File: src/rtl/rx_pace_pkg.sv
package rx_pace_pkg;

  // Strobes from the control half to the datapath half.
  typedef struct packed {
    logic loadBuf;     // take a new byte and transfer shadow errors
    logic loadTc;      // take a new time constant
    logic loadShadow;  // take a new shadow error nibble
    logic setOvr;      // flag an overrun on this edge
    logic clrErr;      // line status read: clear error bits
    logic selBuf;      // host address decodes to the buffer
    logic selLsr;      // host address decodes to line status
  } dpStrobe_t;

endpackage

File: src/rtl/rx_pace_ctrl.sv
module rx_pace_ctrl
  import rx_pace_pkg::*;
#(
  parameter int TC_W       = 8,
  parameter int ADDR_W     = 3,
  parameter int BUF_OFFSET = 0,
  parameter int LSR_OFFSET = 5
) (
  input  logic              clk,
  input  logic              rstN,
  input  logic              locBufWr,
  input  logic              locShadowWr,
  input  logic              locTcWr,
  input  logic              timerEn,
  input  logic              hostRd,
  input  logic [ADDR_W-1:0] hostAddr,
  input  logic              hostDlab,
  input  logic [TC_W-1:0]   tcValue,
  output dpStrobe_t         stb,
  output logic              dataReady,
  output logic              mirror
);

  localparam logic [ADDR_W-1:0] BUF_ADDR = ADDR_W'(BUF_OFFSET);
  localparam logic [ADDR_W-1:0] LSR_ADDR = ADDR_W'(LSR_OFFSET);
  localparam logic [TC_W-1:0]   CNT_ONE  = TC_W'(1);

  logic [TC_W-1:0] cnt;
  logic            running;
  logic            selBuf, selLsr, bufRead, lsrRead, immediate;

  assign selBuf    = (hostAddr == BUF_ADDR) && !hostDlab;
  assign selLsr    = (hostAddr == LSR_ADDR);
  assign bufRead   = hostRd && selBuf;
  assign lsrRead   = hostRd && selLsr;
  assign immediate = !timerEn || (tcValue == '0);

  always_comb begin
    stb            = '0;
    stb.loadBuf    = locBufWr;
    stb.loadTc     = locTcWr;
    stb.loadShadow = locShadowWr;
    stb.setOvr     = locBufWr && mirror && !bufRead;
    stb.clrErr     = lsrRead;
    stb.selBuf     = selBuf;
    stb.selLsr     = selLsr;
  end

  always_ff @(posedge clk or negedge rstN) begin
    if (!rstN) begin
      cnt       <= '0;
      running   <= 1'b0;
      dataReady <= 1'b0;
      mirror    <= 1'b0;
    end else if (locBufWr) begin
      mirror <= 1'b1;
      if (immediate) begin
        dataReady <= 1'b1;
        running   <= 1'b0;
        cnt       <= '0;
      end else begin
        dataReady <= dataReady && !bufRead;
        running   <= 1'b1;
        cnt       <= tcValue;
      end
    end else if (bufRead) begin
      mirror    <= 1'b0;
      dataReady <= 1'b0;
      running   <= 1'b0;
      cnt       <= '0;
    end else if (running) begin
      if (cnt == CNT_ONE) begin
        running   <= 1'b0;
        dataReady <= 1'b1;
        cnt       <= '0;
      end else begin
        cnt <= cnt - CNT_ONE;
      end
    end
  end

  // every deposit marks the register occupied on the local side
  p_mirror_set_r4: assert property (@(posedge clk) disable iff (!rstN)
    locBufWr |=> mirror);

  // unpaced deposit raises data-ready on its own edge
  p_unpaced_ready_r3: assert property (@(posedge clk) disable iff (!rstN)
    locBufWr && !timerEn |=> dataReady);

  // a zero constant releases at once and starts no countdown
  p_zero_tc_r5: assert property (@(posedge clk) disable iff (!rstN)
    locBufWr && timerEn && (tcValue == '0) |=> dataReady && !running);

  // a running countdown never sits at zero
  p_count_live_r2: assert property (@(posedge clk) disable iff (!rstN)
    running |-> (cnt != '0));

  // the last count releases data-ready
  p_release_r2: assert property (@(posedge clk) disable iff (!rstN)
    running && (cnt == CNT_ONE) && !locBufWr && !bufRead |=> dataReady);

  // a paced deposit into an empty register holds data-ready low
  p_no_early_r2: assert property (@(posedge clk) disable iff (!rstN)
    locBufWr && !immediate && !dataReady |=> !dataReady && running);

  // a buffer read empties the register and cancels pacing
  p_read_clears_r8: assert property (@(posedge clk) disable iff (!rstN)
    bufRead && !locBufWr |=> !mirror && !dataReady && !running);

endmodule

File: src/rtl/rx_pace_dp.sv
module rx_pace_dp
  import rx_pace_pkg::*;
#(
  parameter int DATA_W = 8,
  parameter int TC_W   = 8,
  parameter int ERR_W  = 4
) (
  input  logic              clk,
  input  logic              rstN,
  input  dpStrobe_t         stb,
  input  logic [DATA_W-1:0] locBufData,
  input  logic [ERR_W-1:0]  locShadowErr,
  input  logic [TC_W-1:0]   locTcData,
  input  logic              dataReady,
  output logic [TC_W-1:0]   tcValue,
  output logic [DATA_W-1:0] rdData
);

  localparam int PAD_W = DATA_W - ERR_W - 1;
  localparam logic [ERR_W-1:0] OVR_BIT = ERR_W'(1);

  logic [DATA_W-1:0] bufReg;
  logic [TC_W-1:0]   tcReg;
  logic [ERR_W-1:0]  shadow;
  logic [ERR_W-1:0]  errBits;
  logic [ERR_W-1:0]  errNext;
  logic [DATA_W-1:0] lsrView;

  always_comb begin
    errNext = stb.clrErr ? '0 : errBits;
    if (stb.loadBuf) errNext = errNext | shadow;
    if (stb.setOvr)  errNext = errNext | OVR_BIT;
  end

  always_ff @(posedge clk or negedge rstN) begin
    if (!rstN) begin
      bufReg  <= '0;
      tcReg   <= '1;
      shadow  <= '0;
      errBits <= '0;
    end else begin
      errBits <= errNext;
      if (stb.loadBuf) bufReg <= locBufData;
      if (stb.loadTc)  tcReg  <= locTcData;
      if (stb.loadShadow)   shadow <= locShadowErr;
      else if (stb.loadBuf) shadow <= '0;
    end
  end

  assign tcValue = tcReg;
  assign lsrView = {{PAD_W{1'b0}}, errBits, dataReady};
  assign rdData  = stb.selBuf ? bufReg : (stb.selLsr ? lsrView : '0);

  // a deposit over an unread byte leaves overrun set
  p_overrun_r10: assert property (@(posedge clk) disable iff (!rstN)
    stb.setOvr |=> errBits[0]);

  // a status read with no deposit leaves no error standing
  p_lsr_clear_r9: assert property (@(posedge clk) disable iff (!rstN)
    stb.clrErr && !stb.loadBuf |=> (errBits == '0));

  // all shadowed errors appear with the byte
  p_err_xfer_r7: assert property (@(posedge clk) disable iff (!rstN)
    stb.loadBuf |=> ((errBits & $past(shadow)) == $past(shadow)));

  // the constant only moves on its own write strobe
  p_tc_hold_r11: assert property (@(posedge clk) disable iff (!rstN)
    !stb.loadTc |=> $stable(tcReg));

endmodule

File: src/rtl/rx_pace_reg.sv
module rx_pace_reg
  import rx_pace_pkg::*;
#(
  parameter int DATA_W     = 8,
  parameter int TC_W       = 8,
  parameter int ERR_W      = 4,
  parameter int ADDR_W     = 3,
  parameter int BUF_OFFSET = 0,
  parameter int LSR_OFFSET = 5
) (
  input  logic              clk,
  input  logic              rstN,
  input  logic              locBufWr,
  input  logic [DATA_W-1:0] locBufData,
  input  logic              locShadowWr,
  input  logic [ERR_W-1:0]  locShadowErr,
  input  logic              locTcWr,
  input  logic [TC_W-1:0]   locTcData,
  input  logic              timerEn,
  output logic              locDrMirror,
  input  logic              hostRd,
  input  logic [ADDR_W-1:0] hostAddr,
  input  logic              hostDlab,
  input  logic              hostRxIntEn,
  output logic [DATA_W-1:0] hostRdData,
  output logic              hostDataReady,
  output logic              hostIrq
);

  dpStrobe_t       stb;
  logic [TC_W-1:0] tcValue;
  logic            dataReady;

  rx_pace_ctrl #(
    .TC_W(TC_W), .ADDR_W(ADDR_W),
    .BUF_OFFSET(BUF_OFFSET), .LSR_OFFSET(LSR_OFFSET)
  ) uCtrl (
    .clk(clk), .rstN(rstN),
    .locBufWr(locBufWr), .locShadowWr(locShadowWr), .locTcWr(locTcWr),
    .timerEn(timerEn), .hostRd(hostRd), .hostAddr(hostAddr),
    .hostDlab(hostDlab), .tcValue(tcValue),
    .stb(stb), .dataReady(dataReady), .mirror(locDrMirror)
  );

  rx_pace_dp #(
    .DATA_W(DATA_W), .TC_W(TC_W), .ERR_W(ERR_W)
  ) uDp (
    .clk(clk), .rstN(rstN), .stb(stb),
    .locBufData(locBufData), .locShadowErr(locShadowErr),
    .locTcData(locTcData), .dataReady(dataReady),
    .tcValue(tcValue), .rdData(hostRdData)
  );

  assign hostDataReady = dataReady;
  assign hostIrq       = dataReady && hostRxIntEn;

  // the interrupt never runs ahead of data-ready
  p_irq_with_ready_r6: assert property (@(posedge clk) disable iff (!rstN)
    hostIrq |-> hostDataReady);

endmodule

File: config.mk
export PLATFORM = sky130hd
export DESIGN_NAME = rx_pace_reg
export DESIGN_NICKNAME = d
export VERILOG_FILES = /design/src/rtl/rx_pace_pkg.sv /design/src/rtl/rx_pace_ctrl.sv /design/src/rtl/rx_pace_dp.sv /design/src/rtl/rx_pace_reg.sv
export SDC_FILE = /design/constraint.sdc
export NUM_CORES = 1
export LEC_CHECK = 0
export BUFFER_PORTS_ARGS = -buffer_cell sky130_fd_sc_hd__clkbuf_2
export CORE_MARGIN = 1
export CORE_UTILIZATION = 30
export CTS_BUF_LIST = sky130_fd_sc_hd__clkbuf_16
export DETAILED_ROUTE_END_ITERATION = 12
export MAX_ROUTING_LAYER = met4
export PLACE_DENSITY = 0.5
export SLEW_MARGIN = 25
export SYNTH_ARGS = -nofsm -noshare
export SYNTH_HDL_FRONTEND = slang
export SYNTH_HIERARCHICAL = 1
export SYNTH_SLANG_ARGS = --single-unit
File: constraint.sdc
create_clock -name clk -period 2.9 [get_ports clk]
set_input_delay 0.435 -clock clk [delete_from_list [all_inputs] [get_ports clk]]
set_output_delay 0.435 -clock clk [all_outputs]
set_load 0.03 [all_outputs]
==> results of run 1 <==
## sequential cells by signal (all words and copies together) (netlist names)
name,flops
uDp/bufReg,8
uDp/shadow,4
uDp/errBits,4
uCtrl/mirror,1
uCtrl/dataReady,1
uCtrl/running,1
uDp/tcValue,8
uCtrl/cnt,8
## through the flow
step / area [um^2] / setup slack (ns) / hold WS [ns]
after floorplan: 1730 / 0.863 / 0.139
after CTS: 2170 / 0.966 / 0.292
after detailed placement: 1980 / 0.972 / 0.488
after global routing: 2170 / 0.909 / 0.343
after global placement: 1980 / 1.02 / 0.487
final: 2170 / 0.973 / 0.263
## cell families (layout without fill, tap and decap cells)
group                    Yosys count  in the layout  share of synthesized area
adder cells (fa/ha/maj)            2              2                     0.0145
flip-flops                        35             35                      0.513
AND/OR/NAND/NOR                   39             39                      0.133
AO/OA/AOI/OAI                     41             41                      0.169
buffers and inverters             14             56                     0.0493
multiplexers                      17             17                      0.121
## per-layer routing
layer  vias up  GRT usage
met3        19     0.0459
met2        75      0.227
li1        631          -
met1       653      0.161
met4         0     0.0679
met5         -          -
## power by group through the flow
stage	sequential, uW	combinational [uW]	clock, uW
after floorplan	594	147	0
after global placement	606	203	0
after detailed placement	609	209	0
after CTS	601	210	703
after global routing	611	231	728
final	603	210	689
## cell usage in the layout, fill, tap and decap left out, types with 3 or more instances in the layout
cell type  count
a21oi_1        7
a22o_1         7
a22o_2         3
and2_1         6
clkbuf_16      5
clkbuf_2      42
dfrtp_1       27
dfstp_2        8
inv_1          4
mux2_2        11
mux2_4         5
nand2_1       12
nor3_1         4
o21ai_0        9
or4_1          3
## worst paths after layout
path	to	slack (ns)	cells past startpoint
setup / recovery	uCtrl/cnt[7]$_DFFE_PN0P_	0.97	4
hold / removal	uCtrl/cnt[0]$_DFFE_PN0P_	0.26	1
setup reg to reg	uCtrl/cnt[7]$_DFFE_PN0P_	0.97	4
hold reg to reg	uDp/bufReg[6]$_DFFE_PN0P_	0.50	1
max in group asynchronous	uDp/errBits[0]$_DFF_PN0_	2.11	1
min in group clk	uDp/shadow[2]$_DFFE_PN0P_	0.38	3
## area by class of cell
class                      count  area, um^2  share of cell area
sequential                    35         886               0.408
multi-input combinational     99         761               0.351
timing repair buffer          44         225               0.104
clock buffer                   5         125              0.0577
tap                           72        90.1              0.0415
clock inverter                 3        67.6              0.0311
inverter                       4        15.0             0.00692
==> impl_metrics.toml, run 1 <==
[route]
drt_wl_total_um = 3880
drt.antenna.violating_nets = 0
wl_met3_um = 278
drtIter0Drc = 48
viasPerCell = 5.26
wl_per_cell_um = 14.8
vias = 1378
drc = 0
top_layer_used = "met4"
route.met2.wl_um = 1780
wl_met1_um = 1690
first_pass_iters = 5

[logic_synthesis]
synth_area_mm2 = 0.00173
yosysUniqueCellTypes = 41
synth.most_common_cell = "dfrtp_1"
synth_top_area_frac = 0.392
ys_ff_latch = 35
synth_top_cell_by_area = "dfrtp_1"
avgSynthCellArea_um2 = 11.7
synthTopCellsByCount = "dfrtp_1 (27), nand2_1 (12), mux2_2 (11)"
synth_flop_cell = "dfrtp_1"
synth_edf_count = 0
yosys-top-cells-area = "dfrtp_1 (39%), dfstp_2 (12%), mux2_2 (7.2%), mux2_4 (4.4%), a22o_1 (3.6%)"
syn-instance-count = 148
synthArstFlopShare = 1.00
yosys_warnings = 6
syn-num-nets = 182
synth-seq-area-share = 0.513

[power]
seqPwrFrac = 0.401
leakage_uw = 0.000961
power_frac_clock = 0.459
intPower_uw = 1150
peakVddDrop_mv = 0.262
cellPowerDensity_mw_per_mm2 = 692
p_total_uw = 1500
p_comb_frac = 0.140
swShare = 0.237
p_sw_uw = 356

[status]
outcome = "completed"

[worst_setup_path]
crit_start = "uCtrl/cnt[0]$_DFFE_PN0P_"
crit_arrival_ns = 2.15
end_kind = "register"
start_kind = "register"
path_buf_inv = 0
worstPathCellList = "or4_4 > or4b_1 > a31oi_1 > o32a_2"
required_ns = 3.12
worstReg2RegStart = "uCtrl/cnt[0]$_DFFE_PN0P_"
crit_family = "simple AND/OR/NAND/NOR gates"
critical_path_class = "register to register"
cp_slowest_cell = "or4_4"
cp_slowest_stage_delay_ns = 0.59
path_max_fanout = 6

[clock_network]
h-tree-depth = 2
post_cts_buffers = 0
clk_latency_ns = 0.28
cts_sinks = 35
cts_buffers = 5
clk_pin_slew_worst_paths_ns = 0.06
cts-root-buf = "clkbuf_16"
ctsLongestPathBuffers = 2
cts_resized = 0
cts_tree = "built"
ctsHoldBuffers = 0

[sta]
hold_viol = 0
min_period_ns = 1.93
setup_tns_ns = 0
final.setup_skew_ns = 0.00364
drv_slew = 0
max_freq_mhz = 519
worst_slew_pin_slew_ns = 0.858
rsz0062_at_grt = "no"
setup_viol = 0
relSlewSlack = 0.428
period_share = 0.664

[floorplanning]
die_x_um = 77.8
rows = 27
die_area_mm2 = 0.00606
core_area_mm2 = 0.00554
initial_core_util = 0.311
die_h_um = 77.8
io_pins = 43

[placement]
place_inst = 254
place.detailed.hpwl_um = 2860
gp_congestion = 0.903
portBuffers = 42

[global_routing]
grt_pass1_vias = 1352
grt-ovfl-total = 0
grt_usage = 0.142
grt_max_degree = 36
grt_pass1_wl_um = 6320
antenna_found_initial = 0

[finish]
n_antenna_cell = 0
fin_cells = 262
syn_to_final_growth_pct = 25.7
num-nets-final = 223
final_util = 0.392
filler_cell_count = 548
layout-drive-gt1-share = 0.437

[worst_hold_path]
holdCritPathClass = "input pin to asynchronous set/reset pin"

[job]
cap_violations = 0
Power figures use the tool's default switching activity.
==> run 2: changes to the inputs <==
- ABC_AREA: default -> 1
- PLACE_DENSITY: 0.5 -> 0.49
- clock period: 2.9 -> 1.8 ns (I/O delays scaled with it)
==> impl_metrics.toml, run 2 <==
[route]
first_pass_iters = 4
vias = 1685
drc = 0
wl_per_cell_um = 10.5
drtIter0Drc = 72
viasPerCell = 4.29
drt_wl_total_um = 4120
drt.antenna.violating_nets = 0

[finish]
syn_to_final_growth_pct = 21.7
layout-drive-gt1-share = 0.247
n_antenna_cell = 0
mostFrequentLayoutCells = "nand2_1 (95), inv_1 (47), clkbuf_2 (42)"
filler_cell_count = 689
stdcell_area_mm2 = 0.00243
final_util = 0.381
final_common_cell = "nand2_1"
num-nets-final = 349

[logic_synthesis]
synth.most_common_cell = "nand2_1"
yosys_warnings = 6
synth-seq-area-share = 0.443
synthTopCellsByCount = "nand2_1 (95), inv_1 (47), dfrtp_1 (27)"
synth_area_mm2 = 0.00200
synth_top_cell_by_area = "dfrtp_1"
yosys-top-cells-area = "dfrtp_1 (34%), nand2_1 (18%), dfstp_2 (11%), inv_1 (8.8%), o21ai_0 (4.3%)"
syn-instance-count = 273
synth_flop_cell = "dfrtp_1"
ys_ff_latch = 35
synthArstFlopShare = 1.00
synth_top_area_frac = 0.338
yosysUniqueCellTypes = 27
syn-num-nets = 307
synth_edf_count = 0
avgSynthCellArea_um2 = 7.32

[sta]
hold_viol = 0
worst_slew_pin_slew_ns = 0.445
setup_tns_ns = 0
period_share = 0.841
rsz0062_at_grt = "no"
relSlewSlack = 0.703
max_freq_mhz = 661
setup_viol = 0
min_period_ns = 1.51
drv_slew = 0
final.setup_skew_ns = 0.00527

[clock_network]
cts_tree = "built"
post_cts_buffers = 0
ctsLongestPathBuffers = 2
cts_resized = 0
cts_buffers = 5
clk_pin_slew_worst_paths_ns = 0.06
cts-root-buf = "clkbuf_16"
h-tree-depth = 2
clk_latency_ns = 0.28
cts_sinks = 35
ctsHoldBuffers = 0

[worst_setup_path]
path_max_fanout = 9
crit_arrival_ns = 1.24
required_ns = 1.53
end_kind = "output port"
start_kind = "input pin"
timing.rr.end = "uCtrl/cnt[6]$_DFFE_PN0P_"
r2r_cells = 9
critical_path_class = "input pin to output port"
worstReg2RegStart = "uCtrl/cnt[0]$_DFFE_PN0P_"
worst-r2r-setup-slack_ns = 0.43

[global_routing]
grt-ovfl-total = 0
grt_usage = 0.134
grt_pass1_wl_um = 7390
grt_max_degree = 36
grt_pass1_vias = 1612
antenna_found_initial = 0

[power]
cellPowerDensity_mw_per_mm2 = 1120
peakVddDrop_mv = 0.417
leakage_uw = 0.00136

[placement]
place.detailed.hpwl_um = 3070
portBuffers = 42
gp_congestion = 0.815
placed_cell_area_mm2 = 0.00224

[floorplanning]
die_area_mm2 = 0.00699
core_area_mm2 = 0.00639
io_pins = 43
die_h_um = 83.6
die_x_um = 83.6
initial_core_util = 0.313
rows = 29

[job]
cap_violations = 0

[worst_hold_path]
holdCritPathClass = "input pin to asynchronous set/reset pin"

[status]
outcome = "completed"
==> run 2: changes by cell type after synthesis, moves of 8 or more <==
cell / previous run / this run
nand3_1: 0 / 14
mux2_2: 11 / 0
nand2_1: 12 / 95
inv_1: 4 / 47
o21ai_0: 9 / 17
nor2_1: 2 / 18
==> run 2: where the power goes <==
part	total, uW	internal (uW)	switching, uW
combinational	581	214	367
sequential	1020	913	104
clock	1130	793	332
==> run 2: metrics by stage <==
stage	hold slack [ns]	setup slack [ns]	instances	power (uW)
detailed placement	0.355	0.259	385	1610
CTS	0.0514	0.256	393	2770
global placement	0.341	0.286	385	1610
floorplan	-0.0256	0.443	273	1450
finish	0.0292	0.286	393	2720
global route	0.0678	0.120	393	2920
==> run 2: area by class of cell <==
cell class | count | area, um^2 | area share
clock buffer | 5 | 125 | 0.0514
clock inverter | 3 | 67.6 | 0.0278
inverter | 49 | 184 | 0.0756
multi-input combinational | 178 | 835 | 0.343
sequential | 35 | 886 | 0.364
tap | 77 | 96.3 | 0.0396
timing repair buffer | 46 | 240 | 0.0987
==> run 2: how the worst max path moves through the flow <==
| stage | from | end | slack, ns | cells after the start |
|---|---|---|---|---|
| 6_report | hostAddr[0] | hostRdData[3] | 0.29 | 7 |
| 5_1_grt | hostAddr[0] | hostRdData[0] | 0.12 | 7 |
| 4_1_cts | hostAddr[0] | hostRdData[3] | 0.26 | 7 |
| 3_5_place_dp | hostAddr[0] | hostRdData[3] | 0.26 | 7 |
| 3_3_place_gp | hostAddr[0] | hostRdData[1] | 0.29 | 7 |
| 2_1_floorplan | hostAddr[0] | hostRdData[0] | 0.44 | 6 |
==> run 2: logic make-up after synthesis <==
family | Yosys count | synth area share
AND/OR/NAND/NOR | 145 | 0.314
buffers and inverters | 60 | 0.140
flip-flops | 35 | 0.443
AO/OA/AOI/OAI | 28 | 0.0776
XOR/XNOR | 3 | 0.0131
adder cells (fa/ha/maj) | 2 | 0.0125
==> run 2: per-layer routing <==
metal,routed length [um],GRT usage,part of all wire
met1,2130,0.184,0.52
met2,1770,0.197,0.43
met3,156,0.0277,0.038
met4,57,0.0462,0.014
met5,0,-,0
==> run 2: worst max-delay path, cell delays in order <==
cell      delay, ns
clkbuf_2       0.10
nor4_1         0.28
buf_4          0.20
inv_1          0.09
nand3_1        0.08
nand2_1        0.05
clkbuf_2       0.17
